===== config.mk =====
export PLATFORM = sky130hd
export DESIGN_NAME = minute_alarm_unit
export DESIGN_NICKNAME = d
export VERILOG_FILES = /design/src/rtl/mau_pkg.sv /design/src/rtl/mau_regs.sv /design/src/rtl/mau_match.sv /design/src/rtl/mau_seq.sv /design/src/rtl/minute_alarm_unit.sv
export SDC_FILE = /design/constraint.sdc
export NUM_CORES = 1
export LEC_CHECK = 0
export ABC_AREA = 1
export CAP_MARGIN = 20
export CORE_ASPECT_RATIO = 0.5
export CORE_MARGIN = 4
export CORE_UTILIZATION = 45
export DETAILED_ROUTE_END_ITERATION = 16
export MAX_ROUTING_LAYER = met4
export PLACE_DENSITY = 0.74
export SLEW_MARGIN = 30
export SYNTH_ARGS = -nofsm -noshare
export SYNTH_HDL_FRONTEND = slang
export SYNTH_HIERARCHICAL = 1
export SYNTH_SLANG_ARGS = --single-unit

===== constraint.sdc =====
create_clock -name clk -period 3.87 [get_ports clk]
set_input_delay 0.5805 -clock clk [delete_from_list [all_inputs] [get_ports clk]]
set_output_delay 0.5805 -clock clk [all_outputs]
set_load 0.005 [all_outputs]

===== src/rtl/mau_pkg.sv =====
package mau_pkg;

    localparam int unsigned FIELD_N      = 4;
    localparam int unsigned REG_CTRL_IE  = 'h00;
    localparam int unsigned REG_CTRL_ST  = 'h01;
    localparam int unsigned REG_ALM_BASE = 'h0A;
    localparam int unsigned IE_BIT       = 1;
    localparam int unsigned FLAG_BIT     = 3;
    localparam int unsigned EN_BIT       = 7;

    typedef enum logic [1:0] {
        ST_IDLE  = 2'd0,
        ST_CHECK = 2'd1,
        ST_HOLD  = 2'd2
    } seq_state_e;

    // significant value bits per field: 0 minute, 1 hour, 2 date, 3 weekday
    function automatic int unsigned field_width(int unsigned idx);
        case (idx)
            0:       return 7;
            1, 2:    return 6;
            default: return 3;
        endcase
    endfunction

    function automatic logic [6:0] field_mask(int unsigned idx);
        return 7'((32'd1 << field_width(idx)) - 32'd1);
    endfunction

endpackage


===== src/rtl/mau_regs.sv =====
module mau_regs
    import mau_pkg::*;
#(
    parameter int unsigned ADDR_W = 5,
    parameter int unsigned DATA_W = 8
) (
    input  logic                            clk,
    input  logic                            rst_n,
    input  logic                            bus_wr,
    input  logic [ADDR_W-1:0]               bus_addr,
    input  logic [DATA_W-1:0]               bus_wdata,
    input  logic                            flag,
    output logic [DATA_W-1:0]               bus_rdata,
    output logic [FIELD_N-1:0][DATA_W-1:0]  alm_cfg,
    output logic                            alarm_ie,
    output logic                            clr_req
);

    localparam logic [DATA_W-1:0] CFG_RESET = DATA_W'(1) << EN_BIT;

    for (genvar g = 0; g < FIELD_N; g++) begin : g_field
        localparam logic [DATA_W-1:0] KEEP = CFG_RESET | DATA_W'(field_mask(g));
        always_ff @(posedge clk or negedge rst_n) begin
            if (!rst_n) begin
                alm_cfg[g] <= CFG_RESET;
            end else if (bus_wr && bus_addr == ADDR_W'(REG_ALM_BASE + g)) begin
                alm_cfg[g] <= bus_wdata & KEEP;
            end
        end
    end

    always_ff @(posedge clk or negedge rst_n) begin
        if (!rst_n) begin
            alarm_ie <= 1'b0;
        end else if (bus_wr && bus_addr == ADDR_W'(REG_CTRL_IE)) begin
            alarm_ie <= bus_wdata[IE_BIT];
        end
    end

    assign clr_req = bus_wr && (bus_addr == ADDR_W'(REG_CTRL_ST)) && !bus_wdata[FLAG_BIT];

    always_comb begin
        bus_rdata = '0;
        if (bus_addr == ADDR_W'(REG_CTRL_IE)) begin
            bus_rdata[IE_BIT] = alarm_ie;
        end
        if (bus_addr == ADDR_W'(REG_CTRL_ST)) begin
            bus_rdata[FLAG_BIT] = flag;
        end
        for (int i = 0; i < FIELD_N; i++) begin
            if (bus_addr == ADDR_W'(REG_ALM_BASE + i)) begin
                bus_rdata = alm_cfg[i];
            end
        end
    end

endmodule


===== src/rtl/mau_match.sv =====
module mau_match
    import mau_pkg::*;
#(
    parameter int unsigned DATA_W = 8
) (
    input  logic [FIELD_N-1:0][DATA_W-1:0] alm_cfg,
    input  logic [6:0]                     cur_min,
    input  logic [5:0]                     cur_hour,
    input  logic [5:0]                     cur_date,
    input  logic [2:0]                     cur_wday,
    output logic                           any_en,
    output logic                           all_hit
);

    localparam int unsigned VAL_W = DATA_W - 1;

    logic [FIELD_N-1:0][VAL_W-1:0] cur_vec;
    logic [FIELD_N-1:0]            field_en;
    logic [FIELD_N-1:0]            field_ok;

    assign cur_vec[0] = VAL_W'(cur_min);
    assign cur_vec[1] = VAL_W'(cur_hour);
    assign cur_vec[2] = VAL_W'(cur_date);
    assign cur_vec[3] = VAL_W'(cur_wday);

    for (genvar g = 0; g < FIELD_N; g++) begin : g_cmp
        localparam logic [VAL_W-1:0] MASK = VAL_W'(field_mask(g));
        assign field_en[g] = ~alm_cfg[g][EN_BIT];
        assign field_ok[g] = ~field_en[g] |
                             ((alm_cfg[g][VAL_W-1:0] & MASK) == (cur_vec[g] & MASK));
    end

    assign any_en  = |field_en;
    assign all_hit = &field_ok;

endmodule


===== src/rtl/mau_seq.sv =====
module mau_seq
    import mau_pkg::*;
(
    input  logic       clk,
    input  logic       rst_n,
    input  logic       tick_sec,
    input  logic [6:0] cur_sec,
    input  logic [6:0] cur_min,
    input  logic       any_en,
    input  logic       all_hit,
    input  logic       clr_req,
    output seq_state_e state,
    output logic       flag
);

    seq_state_e state_nx;
    logic [6:0] held_min;
    logic       sec_zero;
    logic       hit;

    assign sec_zero = (cur_sec == 7'h00);
    assign hit      = (state == ST_CHECK) && any_en && all_hit;

    // state register
    always_ff @(posedge clk or negedge rst_n) begin
        if (!rst_n) begin
            state <= ST_IDLE;
        end else begin
            state <= state_nx;
        end
    end

    // transitions
    always_comb begin
        state_nx = state;
        unique case (state)
            ST_IDLE: begin
                if (tick_sec && sec_zero) state_nx = ST_CHECK;          // T_BOUNDARY
            end
            ST_CHECK: begin
                state_nx = hit ? ST_HOLD : ST_IDLE;                    // T_HIT / T_MISS
            end
            ST_HOLD: begin
                if (tick_sec && !sec_zero) begin
                    state_nx = ST_IDLE;                                // T_LEAVE
                end else if (tick_sec && cur_min != held_min) begin
                    state_nx = ST_CHECK;                               // T_REENTER
                end                                                    // else T_REPEAT
            end
            default: state_nx = ST_IDLE;
        endcase
    end

    // outputs: status flag and the minute of the last hit
    always_ff @(posedge clk or negedge rst_n) begin
        if (!rst_n) begin
            flag     <= 1'b0;
            held_min <= '0;
        end else begin
            if (hit) begin
                flag     <= 1'b1;
                held_min <= cur_min;
            end else if (clr_req) begin
                flag <= 1'b0;
            end
        end
    end

endmodule


===== src/rtl/minute_alarm_unit.sv =====
module minute_alarm_unit
    import mau_pkg::*;
#(
    parameter int unsigned ADDR_W = 5,
    parameter int unsigned DATA_W = 8
) (
    input  logic              clk,
    input  logic              rst_n,
    input  logic              tick_sec,
    input  logic [6:0]        cur_sec,
    input  logic [6:0]        cur_min,
    input  logic [5:0]        cur_hour,
    input  logic [5:0]        cur_date,
    input  logic [2:0]        cur_wday,
    input  logic              bus_wr,
    input  logic [ADDR_W-1:0] bus_addr,
    input  logic [DATA_W-1:0] bus_wdata,
    output logic [DATA_W-1:0] bus_rdata,
    output logic              alarm_irq
);

    logic [FIELD_N-1:0][DATA_W-1:0] alm_cfg;
    logic       alarm_ie;
    logic       alarm_flag;
    logic       clr_req;
    logic       any_field_en;
    logic       all_field_hit;
    seq_state_e seq_state;

    mau_regs #(.ADDR_W(ADDR_W), .DATA_W(DATA_W)) u_regs (
        .clk      (clk),
        .rst_n    (rst_n),
        .bus_wr   (bus_wr),
        .bus_addr (bus_addr),
        .bus_wdata(bus_wdata),
        .flag     (alarm_flag),
        .bus_rdata(bus_rdata),
        .alm_cfg  (alm_cfg),
        .alarm_ie (alarm_ie),
        .clr_req  (clr_req)
    );

    mau_match #(.DATA_W(DATA_W)) u_match (
        .alm_cfg (alm_cfg),
        .cur_min (cur_min),
        .cur_hour(cur_hour),
        .cur_date(cur_date),
        .cur_wday(cur_wday),
        .any_en  (any_field_en),
        .all_hit (all_field_hit)
    );

    mau_seq u_seq (
        .clk     (clk),
        .rst_n   (rst_n),
        .tick_sec(tick_sec),
        .cur_sec (cur_sec),
        .cur_min (cur_min),
        .any_en  (any_field_en),
        .all_hit (all_field_hit),
        .clr_req (clr_req),
        .state   (seq_state),
        .flag    (alarm_flag)
    );

    always_comb begin
        alarm_irq = alarm_flag & alarm_ie;
    end

endmodule


After elaboration in Yosys (flattened, before gate mapping):

Index checks and enable logic that the tools add are counted.

* equality and inequality tests: 14
* mux-type cells: 13
* reductions and logical operators: 21
* bitwise logic cells: 9

Operators with widths (number)
* 8-bit 2-to-1 mux: 4
* 5-bit by 4-bit equality test with 1-bit output (second input constant): 4
* 6-bit equality test: 2
* 1-bit logical AND: 12
* 2-bit 2-to-1 mux: 4
* 7-bit equality test: 1
* 7-bit zero test: 1
* 7-bit != test: 1
* 2-bit case mux with 3 select lines: 1
* 5-bit by 1-bit equality test with 1-bit output (second input constant): 1
* 5-bit zero test: 1
* 1-bit 2-to-1 mux: 4
* 1-bit NOT: 4
* 1-bit bitwise OR: 4
* 4-bit AND reduction: 1
* 4-bit OR reduction: 1
* 3-bit equality test: 1
* 3-bit by 1-bit != test with 1-bit output (second input constant): 1
* 2-bit by 1-bit equality test with 1-bit output (second input constant): 1
* 2-bit equality test (second input constant): 1
* 1-bit zero test: 2
* 2-bit zero test: 1
* 2-bit by 1-bit != test with 1-bit output (second input constant): 1
* 2-bit AND reduction: 1
* 2 further kinds: 2

* register bits after elaboration: 37
* logic and storage cells: 65

Depth between registers and ports, before layout:

Gate-level depths: netlist of run 1.

* depth in word-level cells: 6
* mapped depth: 13
* mapped depth without buffers: 12

Hierarchy:

The synthesis of run 1 kept the hierarchy.

Modules (own cells, without submodules)
* mau_regs: cells an instance 167, area each 1456.4 sq um, times used 1
* mau_seq: cells an instance 76, area each 546.8 sq um, times used 1
* mau_match: cells an instance 108, area each 444.2 sq um, times used 1
* minute_alarm_unit: cells an instance 2, area each 7.5 sq um, times used 1

Worst setup path before layout of run 1:

OpenSTA, ideal clock, no wires.

* kind: input port to output port
* start point: in bus_addr[1]
* end point: out bus_rdata[1]
* required time: 3289 ps
* arrival time: 1236 ps
* setup slack: 2054 ps
* stages on the path: 7
* path buffers: 0
* cell sequence: inv_2 > nor2_4 > inv_1 > nor2_4 > nand2_1 > nand2_1 > nand3_1

* word-level cells in the longest chain between the ends: 6
* elaborated cells between the ends (all ways): 10

RTL lines
* start: declaration: RTL line minute_alarm_unit.sv:16 `input logic [ADDR_W-1:0] bus_addr,`
* 5-bit zero test: RTL line mau_regs.sv:44 `if (bus_addr == ADDR_W'(REG_CTRL_IE)) begin`
* 1-bit 2-to-1 mux: RTL line mau_regs.sv:44
* 8-bit 2-to-1 mux (3 in series): RTL line mau_regs.sv:51 `if (bus_addr == ADDR_W'(REG_ALM_BASE + i)) begin`
* 8-bit 2-to-1 mux *: RTL line mau_regs.sv:51
* end: declaration: RTL line minute_alarm_unit.sv:18 `output logic [DATA_W-1:0] bus_rdata,`

Every way passes the cells marked *; elsewhere a longest branch is shown, timed or not.

Worst setup path after layout of run 1:

* start point: in bus_addr[3]
* end point: out bus_rdata[5]

* word-level cells in the longest chain between the ends: 5
* elaborated cells between the ends (all ways): 8

RTL lines (RTL line)
* 5-bit by 4-bit equality test with 1-bit output: mau_regs.sv:51
* 8-bit 2-to-1 mux (3 in series): mau_regs.sv:51
* 8-bit 2-to-1 mux *: mau_regs.sv:51

Marks and branches as above.

==> impl_summary.txt, run 1 <==
----------------------------------------------------
[Status]
  Outcome ... completed

[Hold path]
  Hold wc startpoint ... u_regs/alm_cfg[15]$_DFFE_PN1P_
  Worst Hold End ... u_regs/alm_cfg[15]$_DFFE_PN1P_
  Worst min-delay path category ... flop to flop
  Number of stages on the worst hold path ... 2

[Clock tree]
  Clk sinks ... 37
  Number of hold buffers added after CTS ... 0
  TritonCTS clock tree ... yes
  Deepest clock path buffer count ... 2
  Insertion delay to the later sink of the worst-skew pair ... around 0.29 ns
  TritonCTS buffer count ... 5
  Count of buffers added by post-CTS timing repair for setup ... 0
  Post-cts resize count ... 0
  Clock tree root buffer cell ... clkbuf_8
  Number of levels in the clock H-tree ... 2
  Clock transition time at the flip-flop clock pins of the worst setup and hold paths ... about 0.070 ns

[Cells and area]
  Post-route cell area ... 3093 sq um
  Utilization of the core after routing ... 0.6131
  Layout filler cell count ... around 460
  Share of cells above drive strength 1 ... 0.1160
  Commonest cells after routing, fill and taps aside ... nand2_1 (132), inv_1 (57), clkdlybuf4s50_1 (54)
  Area added between synthesis and finish ... 28.55%
  Number of nets in the final layout ... between 400 and 500
  Most common library cell in the layout ignoring fill and taps ... nand2_1
  Number of antenna repair diodes ... 0

[Placement]
  HPWL after detailed placement ... about 4600 um
  Number of input and output port buffers inserted ... 54
  Cell area reported after detailed placement ... about 3000 sq um
  Gp weighted congestion ... around 0.90

[Routing]
  Detail-routed via count per cell ... between 4 and 5
  DRT Wirelength ... approximately 5800 um
  Routed WL per cell ... between 10 and 15 um
  Via count ... 2263
  Detailed-router iteration count before antenna repair ... 4
  Number of nets with antenna violations after detailed routing ... 0
  Number of DRC markers after the initial detailed-route iteration ... 109
  Number of remaining DRC errors ... 0

[Worst setup path]
  Family with the most delay on the worst path ... buffers and inverters
  Worst r2r src ... u_regs/alm_cfg[0]$_DFFE_PN0P_
  Kind of critical path ... primary input to output port
  Data required time of the critical path ... approximately 3.3 ns
  Maximum fanout encountered on the critical timing path ... 8
  Largest stage delay, worst path ... 0.52 ns
  Element type at the critical path start ... primary input
  Element type at the critical path end ... output port
  Most common cell type on the critical path ... clkdlybuf4s50_1
  Critical Path Slowest Stage Cell ... clkdlybuf4s50_1
  Capture point of the worst reg-to-reg path ... u_seq/held_min[2]$_DFFE_PN0P_
  Setup slack on the worst flop-to-flop path ... roughly 2.0 ns
  Buffers and inverters on the worst path ... 3
  Arrival time at the worst endpoint ... roughly 2.4 ns
  Cells along the critical path ... clkdlybuf4s50_1 -> inv_1 -> nor2_1 -> nand2_2 -> nor2_4 -> nand2_1 -> o211ai_1 -> clkdlybuf4s50_1
  Number of cells traversed by the worst register-to-register path ... 11
  Worst setup path startpoint ... bus_addr[3]

[Timing]
  Pins Over Slew Limit ... 0
  Count of final setup violators ... 0
  Worst slew margin relative to its limit ... 0.6896
  Unrepaired setup endpoints after global routing ... no
  Worst hold slack after final layout ... ~0.5 ns
  Setup total negative slack ... 0 ns
  Final hold viol count ... 0
  Post-route minimum period ... roughly 3 ns
  Period utilisation layout ... 0.7743
  Fin Clk Skew ... between 0.005 and 0.006 ns
  Worst Tran Pin Value ... around 0.47 ns
  Highest attainable clock frequency ... 0.3337 GHz

[Yosys]
  Synth Net Count ... 392
  Post-Synthesis Cell Area ... 2406 sq um
  Post-Syn Area per Cell ... ~7 sq um
  Syn. warnings ... 6
  Count of mapped cells out of synthesis ... roughly 350

[Floorplan]
  Initial standard-cell utilization of the core ... 0.4769
  Std-Cell Rows ... 18
  Core Box Area ... ~5000 sq um
  Die height ... ~60 um
  Floorplan die area ... about 6700 sq um
  Overall die width ... roughly 110 um
  Num ports ... 55

[Global routing]
  Total global routing overflow ... 0
  Via count of the first global-routing pass ... around 2.1k
  First-pass GRT wire length ... about 9900 um
  Initial antenna violation count ... 0
  Pin count of the biggest net entering global routing ... 38
  All-Layer GR Usage ... 0.1915

[Power and ir drop]
  Total Power Consumption ... between 1 and 1.5 mW
  Peak VDD IR ... 0.1871 mV
  Power Dens Cells ... about 340 nW/um^2
  Leak pwr ... approximately 1.6 nW

[Flow run]
  Number of max-cap violations ... 0

----------------------------------------------------
worst min-delay path: cells and delay by family, from the launching register on:
kind / cells / cell delay [ns]
flops: 1 / 0.39
compound gates: 1 / 0.05
simple gates: 1 / 0.07
sequential cells by signal, indices dropped and copies added (netlist names):
| name | cells |
|---|---|
| u_regs/alarm_ie | 1 |
| u_regs/alm_cfg | 26 |
| u_seq/held_min | 7 |
| u_seq/state | 2 |
| u_seq/flag | 1 |
cell type report:
| type | count | area (sq um) | share of cell area |
|---|---|---|---|
| Multi-Input combinational cell | 243 | 1204 | 0.3892 |
| Sequential cell | 37 | 930.9 | 0.3010 |
| Timing Repair Buffer | 55 | 548.0 | 0.1772 |
| Inverter | 62 | 232.7 | 0.07524 |
| Clock buffer | 8 | 90.09 | 0.02913 |
| Tap cell | 70 | 87.58 | 0.02832 |
worst max-delay path by stage:
| stage | slack (ns) | cells past startpoint | to |
|---|---|---|---|
| 6_report | 0.87 | 8 | bus_rdata[5] |
| 2_1_floorplan | 2.05 | 7 | bus_rdata[1] |
| 5_1_grt | 0.75 | 5 | bus_rdata[5] |
| 3_5_place_dp | 0.87 | 5 | bus_rdata[5] |
| 4_1_cts | 0.88 | 5 | bus_rdata[5] |
| 3_3_place_gp | 0.92 | 5 | bus_rdata[5] |
metal layers:
layer	wire length, um	part of all wire	vias to the layer above	track usage
met5	0	0	-	-
met4	46	0.0080	0	0.04853
met3	405	0.070	4	0.05056
met2	2641	0.46	67	0.2931
met1	2667	0.46	1021	0.2570
li1	-	-	1171	-
stage by stage:
step / instances / worst slack (ns)
6_report: 475 / 0.8736
5_1_grt: 475 / 0.7490
2_1_floorplan: 346 / 2.054
4_1_cts: 475 / 0.8790
3_3_place_gp: 467 / 0.9203
3_5_place_dp: 467 / 0.8745
power breakdown:
| part | internal (mW) | switching [mW] | total, mW |
|---|---|---|---|
| clock network | 0.145 | 0.131 | 0.276 |
| registers | 0.451 | 0.0619 | 0.513 |
| logic | 0.127 | 0.130 | 0.258 |
No activity file was read; power rests on OpenSTA's default activity.
==> run 2, diff against run 1 <==
clock period = 3 ns   (was 3.87 ns; I/O delays follow)
==> run 2 against run 1 <==
Against the previous run:
- clock power up 21%
- sequential power up 29%
- utilization down 0.20 points
- die area unchanged
- combinational power up 29%
- cell area down 0.32%
- critical endpoint is now bus_rdata[0]
- highest routed layer unchanged
==> impl_summary.txt, run 2 (synthesized netlist as in run 1, its figures left out) <==
----------------------------------------------------
[Status]
  Outcome ... completed

[Routing]
  Wire length on met2 ... 2638 um (-0.11%)
  Met3 wirelength from detailed routing ... 365 um (-9.9%)
  Number of remaining DRC errors ... 0 (unchanged)
  Highest routed layer ... met4
  Via count ... 2278 (+0.66%)
  Detail-routed via count per cell ... 4.796 (+0.66%)
  Length of routed wiring on met1 ... 2684 um (+0.64%)
  Detailed-router iteration count before antenna repair ... 4 (unchanged)
  Number of nets with antenna violations after detailed routing ... 0 (unchanged)
  Number of DRC markers after the initial detailed-route iteration ... 85 (-22%)
  DRT Wirelength ... 5795 um (+0.61%)
  Routed WL per cell ... 12.20 um (+0.61%)

[Clock tree]
  Insertion delay to the later sink of the worst-skew pair ... 0.29 ns (about the same)
  Deepest clock path buffer count ... 2 (unchanged)
  TritonCTS buffer count ... 5 (unchanged)
  Number of hold buffers added after CTS ... 0 (unchanged)
  Number of levels in the clock H-tree ... 2 (unchanged)
  Clk sinks ... 37 (unchanged)
  Clock transition time at the flip-flop clock pins of the worst setup and hold paths ... 0.07 ns (about the same)
  Count of buffers added by post-CTS timing repair for setup ... 0 (unchanged)
  Post-cts resize count ... 0 (unchanged)
  TritonCTS clock tree ... yes
  Clock tree root buffer cell ... clkbuf_8

[Worst setup path]
  Data required time of the critical path ... 2.55 ns (-0.74 ns)
  Largest stage delay, worst path ... 0.52 ns (about the same)
  Capture point of the worst reg-to-reg path ... u_seq/held_min[2]$_DFFE_PN0P_
  Element type at the critical path end ... output port
  Element type at the critical path start ... primary input
  Most common cell type on the critical path ... clkdlybuf4s50_1
  Worst r2r src ... u_regs/alm_cfg[0]$_DFFE_PN0P_
  Number of cells traversed by the worst register-to-register path ... 11 (unchanged)
  Setup slack on the worst flop-to-flop path ... 1.09 ns (-0.89 ns)
  Arrival time at the worst endpoint ... 2.28 ns (-0.14 ns)
  Kind of critical path ... primary input to output port
  Cells along the critical path ... clkdlybuf4s50_1 -> inv_1 -> nor2_1 -> nand2_2 -> nor2_4 -> nand2_1 -> nand4_1 -> clkdlybuf4s50_1
  Maximum fanout encountered on the critical timing path ... 8 (unchanged)
  Critical Path Slowest Stage Cell ... clkdlybuf4s50_1

[Hold path]
  Hold wc startpoint ... u_regs/alm_cfg[15]$_DFFE_PN1P_
  Number of stages on the worst hold path ... 2 (unchanged)
  Worst Hold End ... u_regs/alm_cfg[15]$_DFFE_PN1P_
  Worst min-delay path category ... flop to flop

[Floorplan]
  Floorplan die area ... 6652 sq um (unchanged)
  Std-Cell Rows ... 18 (unchanged)
  Num ports ... 55 (unchanged)
  Overall die width ... 111.4 um (unchanged)
  Core Box Area ... 5045 sq um (unchanged)
  Initial standard-cell utilization of the core ... 0.4769 (unchanged)
  Die height ... 59.71 um (unchanged)

[Cells and area]
  Number of nets in the final layout ... 450 (unchanged)
  Layout filler cell count ... 470 (+1.3%)
  Top flop regs ... u_regs/alm_cfg x26, u_seq/held_min x7, u_seq/state x2
  Most common library cell in the layout ignoring fill and taps ... nand2_1
  Post-layout instance count excluding filler cells ... 475 (unchanged)
  Commonest cells after routing, fill and taps aside ... nand2_1 (132), inv_1 (57), clkdlybuf4s50_1 (54)
  Largest reg by FF count ... u_regs/alm_cfg
  Area added between synthesis and finish ... 28.13%
  Share of cells above drive strength 1 ... 0.1136 (-0.002469)
  Number of flip-flops under the largest register name ... 26 (unchanged)
  Number of antenna repair diodes ... 0 (unchanged)

[Global routing]
  Total global routing overflow ... 0 (unchanged)
  Initial antenna violation count ... 0 (unchanged)
  Via count of the first global-routing pass ... 2193 (+2.6%)
  All-Layer GR Usage ... 0.1969 (+0.005433)
  Pin count of the biggest net entering global routing ... 38 (unchanged)
  First-pass GRT wire length ... 9915 um (+0.35%)

[Placement]
  HPWL after detailed placement ... 4638 um (+0.47%)
  Cell count after placement ... 467 (unchanged)
  Gp weighted congestion ... 0.9023 (about the same)
  Pre-CTS setup slack ... 0.2688 ns (-0.6057 ns)
  Number of input and output port buffers inserted ... 54 (unchanged)

[Timing]
  Setup ws final ... 0.2664 ns (-0.6072 ns)
  Pins Over Slew Limit ... 0 (unchanged)
  Fin Clk Skew ... 0.004558 ns (-0.001174 ns)
  Unrepaired setup endpoints after global routing ... no
  Worst hold slack after final layout ... 0.4984 ns (-0.008271 ns)
  Worst slew margin relative to its limit ... 0.6928 (+0.003263)
  Highest attainable clock frequency ... roughly 0.37 GHz
  Setup total negative slack ... 0 ns (unchanged)
  Count of final setup violators ... 0 (unchanged)
  Period utilisation layout ... 0.9112
  Final hold viol count ... 0 (unchanged)
  Post-route minimum period ... 2.734 ns
  Worst Tran Pin Value ... 0.4608 ns (-0.004895 ns)

[Power and ir drop]
  Peak VDD IR ... 0.1861 mV (-0.49%)
  Leak pwr ... 1.544 nW (-0.39%)
  Power Dens Cells ... 430.6 nW/um^2 (+27%)
  Total Power Consumption ... 1.327 mW (+27%)

[Flow run]
  Number of max-cap violations ... 0 (unchanged)

----------------------------------------------------
## run 2: worst max-delay path: cells and delay by family
kind,cells,cell delay [ns]
and+or+nand+nor,5,0.70
buffers and inverters,3,1.12
## run 2: worst max path at each step
stage | from | end | cells past startpoint
2_1_floorplan | bus_addr[1] | bus_rdata[1] | 7
3_3_place_gp | bus_addr[0] | bus_rdata[5] | 5
3_5_place_dp | bus_addr[0] | bus_rdata[5] | 5
4_1_cts | bus_addr[0] | bus_rdata[5] | 5
5_1_grt | bus_addr[3] | bus_rdata[5] | 8
6_report | bus_addr[3] | bus_rdata[0] | 8
## run 2: power breakdown
part / switching [mW] / internal [mW] / leakage (nW)
clock: 0.169 / 0.165 / 0.0395
sequential: 0.0797 / 0.582 / 0.470
combinational: 0.167 / 0.164 / 1.03
## run 2: area by class of cell
type                       count  area [sq um]  area share
multi-input combinational    243          1204      0.3904
clock buffer                   8         80.08     0.02597
tap                           70         87.58     0.02841
inverter                      62         232.7     0.07549
sequential                    37         930.9      0.3019
timing repair buffer          55         548.0      0.1778
## run 2: stage by stage
stage               instance area, sq um  utilization
floorplan                           2406            -
finish                              3083       0.6111
global route                        3083       0.6111
detailed placement                  3003       0.5952
CTS                                 3083       0.6111
global placement                    3003       0.5952
## run 2: metal layers
layer | vias to the layer above | GRT usage
li1 | 1174 | -
met5 | - | -
met2 | 56 | 0.3076
met3 | 9 | 0.04449
met4 | 0 | 0.07972
met1 | 1039 | 0.2533
